`config.mk`:
```
export PLATFORM = sky130hd
export DESIGN_NAME = serial_tcam
export DESIGN_NICKNAME = d
export VERILOG_FILES = /design/src/rtl/serial_tcam_pkg.sv /design/src/rtl/serial_tcam_seq.sv /design/src/rtl/serial_tcam_word.sv /design/src/rtl/serial_tcam_popcnt.sv /design/src/rtl/serial_tcam.sv
export SDC_FILE = /design/constraint.sdc
export NUM_CORES = 2
export LEC_CHECK = 0
export BUFFER_PORTS_ARGS = -buffer_cell sky130_fd_sc_hd__buf_2
export CORE_MARGIN = 4
export CORE_UTILIZATION = 30
export CTS_BUF_LIST = sky130_fd_sc_hd__clkbuf_4 sky130_fd_sc_hd__clkbuf_8
export CTS_CLUSTER_SIZE = 8
export DETAILED_ROUTE_END_ITERATION = 6
export PLACE_DENSITY = 0.52
export SLEW_MARGIN = 25
export SYNTH_ARGS = -nofsm -noshare
export SYNTH_HDL_FRONTEND = slang
export SYNTH_SLANG_ARGS = --single-unit
```
`constraint.sdc`:
```
create_clock -name clk -period 8.6 [get_ports clk]
set_input_delay 0.86 -clock clk [delete_from_list [all_inputs] [get_ports clk]]
set_output_delay 0.86 -clock clk [all_outputs]
set_load 0.02 [all_outputs]
```
`src/rtl/serial_tcam_pkg.sv`:
```
package serial_tcam_pkg;

   // Index width that stays at least one bit wide for degenerate sizes.
   function automatic int idx_w(input int n);
      return (n > 1) ? $clog2(n) : 1;
   endfunction

   // One symbol position against one key bit: the "one" rail fails on a zero
   // key bit, the "zero" rail fails on a one key bit.
   function automatic logic sym_miss(input logic one_r, input logic zero_r, input logic kb);
      return (one_r & ~kb) | (zero_r & kb);
   endfunction

endpackage

```
`src/rtl/serial_tcam_seq.sv`:
```
module serial_tcam_seq #(
   parameter int WIDTH = 16,
   parameter int SW    = 4
) (
   input  logic          clk,
   input  logic          rst_n,
   input  logic          start,
   output logic          busy,
   output logic [SW-1:0] slice,
   output logic          done
);

   logic          busy_q;
   logic          done_q;
   logic [SW-1:0] slice_q;
   logic          last;

   assign last = (slice_q == SW'(WIDTH - 1));

   always_ff @(posedge clk) begin
      if (!rst_n) begin
         busy_q  <= 1'b0;
         done_q  <= 1'b0;
         slice_q <= '0;
      end else if (start) begin
         busy_q  <= 1'b1;
         done_q  <= 1'b0;
         slice_q <= '0;
      end else if (busy_q) begin
         if (last) begin
            busy_q  <= 1'b0;
            done_q  <= 1'b1;
            slice_q <= '0;
         end else begin
            done_q  <= 1'b0;
            slice_q <= slice_q + 1'b1;
         end
      end else begin
         done_q <= 1'b0;
      end
   end

   assign busy  = busy_q;
   assign slice = slice_q;
   assign done  = done_q;

endmodule

```
`src/rtl/serial_tcam_word.sv`:
```
module serial_tcam_word import serial_tcam_pkg::*; #(
   parameter int WIDTH     = 16,
   parameter int SW        = 4,
   parameter bit SLEEP_REG = 1'b1
) (
   input  logic             clk,
   input  logic             rst_n,
   input  logic             wr_sel,
   input  logic [WIDTH-1:0] wr_one,
   input  logic [WIDTH-1:0] wr_zero,
   input  logic             init,
   input  logic             cmp_en,
   input  logic [SW-1:0]    slice,
   input  logic             key_bit,
   output logic             match,
   output logic             sleep
);

   logic [WIDTH-1:0] one_q;
   logic [WIDTH-1:0] zero_q;
   logic             acc_q;
   logic             active;
   logic             miss;

   // Stored symbols; reset leaves every position as don't-care.
   always_ff @(posedge clk) begin
      if (!rst_n) begin
         one_q  <= '0;
         zero_q <= '0;
      end else if (wr_sel) begin
         one_q  <= wr_one;
         zero_q <= wr_zero;
      end
   end

   assign active = cmp_en & ~sleep;
   assign miss   = active & sym_miss(one_q[slice], zero_q[slice], key_bit);

   // Running match flag: set by init, cleared by the first mismatch.
   always_ff @(posedge clk) begin
      if (!rst_n)      acc_q <= 1'b1;
      else if (init)   acc_q <= 1'b1;
      else if (miss)   acc_q <= 1'b0;
   end

   generate
      if (SLEEP_REG) begin : g_sleep_reg
         logic sleep_q;
         always_ff @(posedge clk) begin
            if (!rst_n)      sleep_q <= 1'b0;
            else if (init)   sleep_q <= 1'b0;
            else if (miss)   sleep_q <= 1'b1;
         end
         assign sleep = sleep_q;
      end else begin : g_sleep_derived
         assign sleep = ~acc_q;
      end
   endgenerate

   assign match = acc_q;

endmodule

```
`src/rtl/serial_tcam_popcnt.sv`:
```
module serial_tcam_popcnt #(
   parameter int N  = 32,
   parameter int CW = 6
) (
   input  logic [N-1:0]  vec,
   output logic [CW-1:0] cnt
);

   always_comb begin
      cnt = '0;
      for (int i = 0; i < N; i++) begin
         cnt = cnt + CW'(vec[i]);
      end
   end

endmodule

```
`src/rtl/serial_tcam.sv`:
```
module serial_tcam import serial_tcam_pkg::*; #(
   parameter int  WIDTH     = 16,
   parameter int  DEPTH     = 32,
   parameter bit  SLEEP_REG = 1'b1,
   localparam int AW        = idx_w(DEPTH),
   localparam int SW        = idx_w(WIDTH),
   localparam int CW        = $clog2(DEPTH + 1)
) (
   input  logic             clk,
   input  logic             rst_n,
   input  logic             wr_en,
   input  logic [AW-1:0]    wr_addr,
   input  logic [WIDTH-1:0] wr_one,
   input  logic [WIDTH-1:0] wr_zero,
   input  logic             srch_start,
   input  logic             key_bit,
   output logic [DEPTH-1:0] match_vec,
   output logic             srch_done,
   output logic [CW-1:0]    awake_cnt
);

   generate
      if (WIDTH < 1) begin : g_bad_width
         $error("serial_tcam: WIDTH must be at least 1");
      end
      if (DEPTH < 1) begin : g_bad_depth
         $error("serial_tcam: DEPTH must be at least 1");
      end
   endgenerate

   logic          busy;
   logic [SW-1:0] slice;
   logic [DEPTH-1:0] sleep_vec;
   logic [DEPTH-1:0] awake_vec;

   serial_tcam_seq #(.WIDTH(WIDTH), .SW(SW)) seq_i (
      .clk   (clk),
      .rst_n (rst_n),
      .start (srch_start),
      .busy  (busy),
      .slice (slice),
      .done  (srch_done)
   );

   generate
      for (genvar w = 0; w < DEPTH; w++) begin : g_word
         logic sel;
         assign sel = wr_en & ~busy & (wr_addr == AW'(w));
         serial_tcam_word #(.WIDTH(WIDTH), .SW(SW), .SLEEP_REG(SLEEP_REG)) word_i (
            .clk     (clk),
            .rst_n   (rst_n),
            .wr_sel  (sel),
            .wr_one  (wr_one),
            .wr_zero (wr_zero),
            .init    (srch_start),
            .cmp_en  (busy),
            .slice   (slice),
            .key_bit (key_bit),
            .match   (match_vec[w]),
            .sleep   (sleep_vec[w])
         );
      end
   endgenerate

   assign awake_vec = ~sleep_vec;

   serial_tcam_popcnt #(.N(DEPTH), .CW(CW)) pop_i (
      .vec (awake_vec),
      .cnt (awake_cnt)
   );

endmodule

```
# Yosys cells after proc, flatten, opt, wreduce, memory -nomap -nowiden
# Cells that the tools add are included.
[totals]
ff_bits = 1094
output_inout_bits = 39
[classes]
addsub = 32
order_cmp = 1
eq_ne = 32
mux = 133
n_bitwise = 229
n_reduce_logical = 3
[op_table]
columns = ["cell", "count"]
rows = [
  ["$bmux 1 s4", 64],
  ["$add 6x1->6", 30],
  ["$and 1x1->1", 161],
  ["$eq 5x5->1 const B", 16],
  ["$mux 1", 68],
  ["$eq 5x4->1 const B", 8],
  ["$not 1->1", 35],
  ["$not 32->32", 1],
  ["$or 1x1->1", 32],
  ["$eq 5x3->1 const B", 4],
  ["$eq 5x2->1 const B", 2],
  ["$eq 5x1->1 const B", 1],
  ["$logic_not 5->1", 1],
  ["$lt 4x5->1 const B", 1],
  ["$add 4x1->4 const B", 1],
  ["$eq 4x4->1 const B", 1],
  ["$mux 4", 1],
  ["$reduce_or 3->1", 1],
  ["$add 1x1->2", 1],
  ["$reduce_or 2->1", 1],
]

# Depth between registers and ports, before layout
[logic_depth]
ltp_word = 32
ltp_mapped = 19

# Hierarchy
# A second synthesis with hierarchy kept.
[unflattened]
cells_unflattened = 4650
hier_area_um2 = 51889.8
[by_module_without_submodules]
columns = ["mod", "n_inst", "cells_each", "area_each_um2"]
rows = [
  ["serial_tcam_word", 32, 139, 1574.0],
  ["serial_tcam_popcnt", 1, 91, 825.8],
  ["serial_tcam", 1, 84, 451.7],
  ["serial_tcam_seq", 1, 27, 244.0],
]

# Worst setup path before layout
# OpenSTA, ideal clock, no wires.
[synth_path]
kind = "register -> output"
from = "register g_word[0].word_i.g_sleep_reg.sleep_q"
to = "output awake_cnt[4]"
t_arrival_ns = 4.830
required_ns = 7.740
setup_slack_ns = 2.910
stages_incl_launch_ff = 20
n_path_buf = 0
path_cell_list = "dfxtp_1 -> inv_1 -> ha_1 -> inv_1 -> fa_1 -> inv_1 -> fa_1 -> fa_1 -> fa_1 -> fa_1 -> inv_1 -> fa_1 -> inv_1 -> fa_1 -> inv_1 -> fa_1 -> inv_1 -> a21o_1 -> a21oi_1 -> xnor2_1"
[synth_between]
elab_chain_cells = 32
[synth_rtl]
columns = ["element", "line", "source"]
rows = [
  ["start, declared", "serial_tcam_word.sv:48", "logic sleep_q;"],
  ["start signal, assigned", "serial_tcam_word.sv:50", "if (!rst_n) sleep_q <= 1'b0;"],
  ["start signal, assigned", "serial_tcam_word.sv:51", "else if (init) sleep_q <= 1'b0;"],
  ["start signal, assigned", "serial_tcam_word.sv:52", "else if (miss) sleep_q <= 1'b1;"],
  ["$not 32->32", "serial_tcam.sv:65", "assign awake_vec = ~sleep_vec;"],
  ["$add 1x1->2", "serial_tcam_popcnt.sv:12", "cnt = cnt + CW'(vec[i]);"],
  ["$add 6x1->6 (30 in series)", "serial_tcam_popcnt.sv:12", ""],
  ["end, declared", "serial_tcam.sv:19", "output logic [CW-1:0] awake_cnt"],
]
# Every way passes these cells.

# Worst setup path after layout
# Ends and elaborated chain as after synthesis.

==> impl_results.md <==
* Hold-fix buffers, CTS at 0
* Commonest cells after routing, fill and taps aside: nand2_1, dfxtp_1, a21boi_0
* Drt first pass iters at 5
* Avg WL per Cell at 22.8 um
* Initial core utilization at 30.3%
* Total Power at 10.8 mW
* Critical path arrival at 6.31 ns
* Worst reg2reg endpoint: g_word[3].word_i.match
* Hold slack at 0.388 ns
* I/O pins at 81
* Final Wtd Congestion at 0.805
* Port Buf Inserts at 80
* Post-layout nets at 5667
* Overflow after GRT at 0
* CTS root buf: clkbuf_8
* Mapped Avg Cell Area at 8.67 um2
* Postcts setup bufs at 0
* RSZ-0062 raised after global routing: false
* Upper clock frequency limit at 139 MHz
* Die Wd at 417 um
* Mapped Nets at 5848
* Rows at 149
* Worst Hold End: seq_i.busy
* Met3 Track Usage GR at 3.22%
* Post-CTS Resized at 0
* Critical-path maximum fanout at 3
* Worst path max stage delay at 0.57 ns
* Tot GR Track Use at 20.2%
* Fin Setup TNS at 0 ns
* Fin. Hold Viols at 0
* Clock sink count at 1094
* Slew Limit Headroom at 30.6%
* Crit. End Element: output pin
* Tightest Pin Transition at 1.04 ns
* Hold depth at 3
* Critical path type: reg2out
* CTS clk-pin slew, worst paths at 0.06 ns
* Mapped Cells at 5773
* PD cells at 194 nW/um2
* CTS Buffer Depth at 3
* Netlist cell types at 59
* Final instance area at 55700 um2
* Core Util, Final at 33.7%
* Core area at 165000 um2
* Worst r2r src: seq_i.slice[0]
* Critical path origin: g_word[0].word_i.sleep
* Post-synthesis sequential area ratio at 43.7%
* TritonCTS clock tree: built
* Startpoint types: register
* First-pass GRT wire length at 265 mm
* Worst Hold Launch: srch_start
* Num CTS Buffers at 192
* Drt initial violations at 3383
* Grt met1 use at 25.9%
* Gr busiest metal: met2
* Crit path max-delay family: adder cells
* CP required at 7.74 ns
* Pleak at 17.4 nW
* Worst Hold Class: in2reg
* Cell mode on critical path: fa_1
* Initial antenna violation count at 10
* DP Area at 51800 um2
* VDD IR max at 0.127 mV
* Largest net degree at the start of global routing at 276
* R2r worst-path depth at 7
* Asr flop ratio synth at 0%
* Final min period at 7.17 ns
* Number of flops mapped to enable cells by yosys at 0
* Most common cell after layout, fill and taps aside: nand2_1
* Number of routed nets with antenna violations at 0
* R2R Setup Slk at 4.52 ns
* Drt total wl at 181 mm
* Htree depth at 4
* Vias in the first global route at 39300
* Vias after detailed routing at 40700
* Status: complete, no violations
* Full die area at 173000 um2
* Share of cells above drive strength 1 at 14.2%
* Top FF cell, synth: dfxtp_1
* P&R area growth vs syn at 11.2%
* Clk_lat worst skew at 0.90 ns
* Die height at 417 um
* Vias/cell at 5.14
* Period utilization at 83.4%
* Post-DP HPWL at 95.9 mm
* DRC viols at 0
* Slowest CP cell: fa_1
* Synthesis-stage register bit count at 1094
* Crit-path cells: inv_1 > ha_1 > inv_1 > fa_1 > inv_1 > fa_1 > fa_1 > fa_1 > fa_1 > inv_1 > fa_1 > inv_1 > fa_1 > inv_1 > fa_1 > inv_1 > a21o_1 > a21oi_1 > xnor2_1 > buf_2
* Clock Skews at 0.0381 ns
* Worst path buffer plus inverter count at 8
* Slew Limit Fails at 0
* Synth warnings at 0
* Setup violations, final at 0
* Met2 Use GR at 34.0%
* Maximum Capacitance Violations at 0
* Mapped cell area at 50100 um2
==> cell type report <==
| type | count | area (um2) |
|---|---|---|
| flip-flops and latches | 1094 | 21900 |
| inverters | 53 | 199 |
| diodes | 11 | 27.5 |
| multi-input cells | 4057 | 25600 |
| well taps | 2189 | 2740 |
| repair buffers | 194 | 1340 |
| fillers | 16900 | 110000 |
| clock buffers | 309 | 3680 |
| clock inverters | 17 | 150 |
==> metrics by stage <==
step                      cells  setup slack [ns]
after floorplan            5773              2.91
after global placement     7586              2.27
after detailed placement   7586              2.35
after CTS                  7912              1.33
after global routing       7920              1.16
final                      7924              1.43
==> report_power, final <==
part | switching (mW) | total [mW] | leakage, nW | internal [mW]
clock network | 2.19 | 4.90 | 2.04 | 2.71
registers | 0.0257 | 5.13 | 8.82 | 5.10
logic | 0.550 | 0.780 | 6.52 | 0.230
==> Yosys cell counts, types with 23 or more instances <==
master	number	area share, %
nand3_1	29	0.29
o221ai_1	58	1.0
dfxtp_1	1094	44
mux4_2	150	6.7
mux2i_1	155	3.1
buf_2	76	0.76
and3_1	23	0.29
inv_1	52	0.39
nand2_1	2142	16
a22o_1	29	0.51
mux2_2	66	1.5
a21boi_0	1020	15
buf_4	64	0.96
fa_1	24	0.96
nor2_1	76	0.57
clkbuf_1	411	3.1
==> flip-flops by register name (all words and copies together), names as in the netlist <==
name and count:
g_word.word_i.one_q 512, g_word.word_i.zero_q 512, g_word.word_i.match 32, g_word.word_i.sleep 32, seq_i.slice 4, seq_i.busy 1, seq_i.done 1
==> worst register-to-register path, stage by stage (launching register included) <==
cell and delay (ns):
dfxtp_4 0.78, buf_4 0.64, buf_12 0.50, or2_2 0.92, a211oi_1 0.11, a2111oi_0 0.61
o31ai_1 0.18, a21o_1 0.20
==> per-layer routing <==
metal / part of all wire (%) / vias up / wire length (um)
met2: 48 / 1169 / 86000
met1: 43 / 20200 / 78000
met4: 3.8 / 0 / 6910
li1: - / 19100 / -
met3: 5.3 / 323 / 9650
met5: 0 / - / 0
==> how the worst max path moves through the flow <==
stage          cells after the start  slack, ns           end
6_report                          20       1.43  awake_cnt[4]
5_1_grt                           20       1.16  awake_cnt[4]
2_1_floorplan                     19       2.91  awake_cnt[4]
3_5_place_dp                      20       2.35  awake_cnt[4]
3_3_place_gp                      20       2.27  awake_cnt[4]
4_1_cts                           20       1.33  awake_cnt[4]
==> cells by family (layout without fill, tap and decap cells) <==
group,Yosys count,in the layout,share of synthesized area [%]
flops,1094,1094,43.7
buf+inv,622,573,5.50
other cells,0,11,0
simple gates,2343,2343,18.1
compound gates,1306,1306,20.0
xor+xnor,4,4,0.0700
fa+ha+maj,33,33,1.18
mux,371,371,11.3
Note: power is estimated with default switching activity, not from simulation.
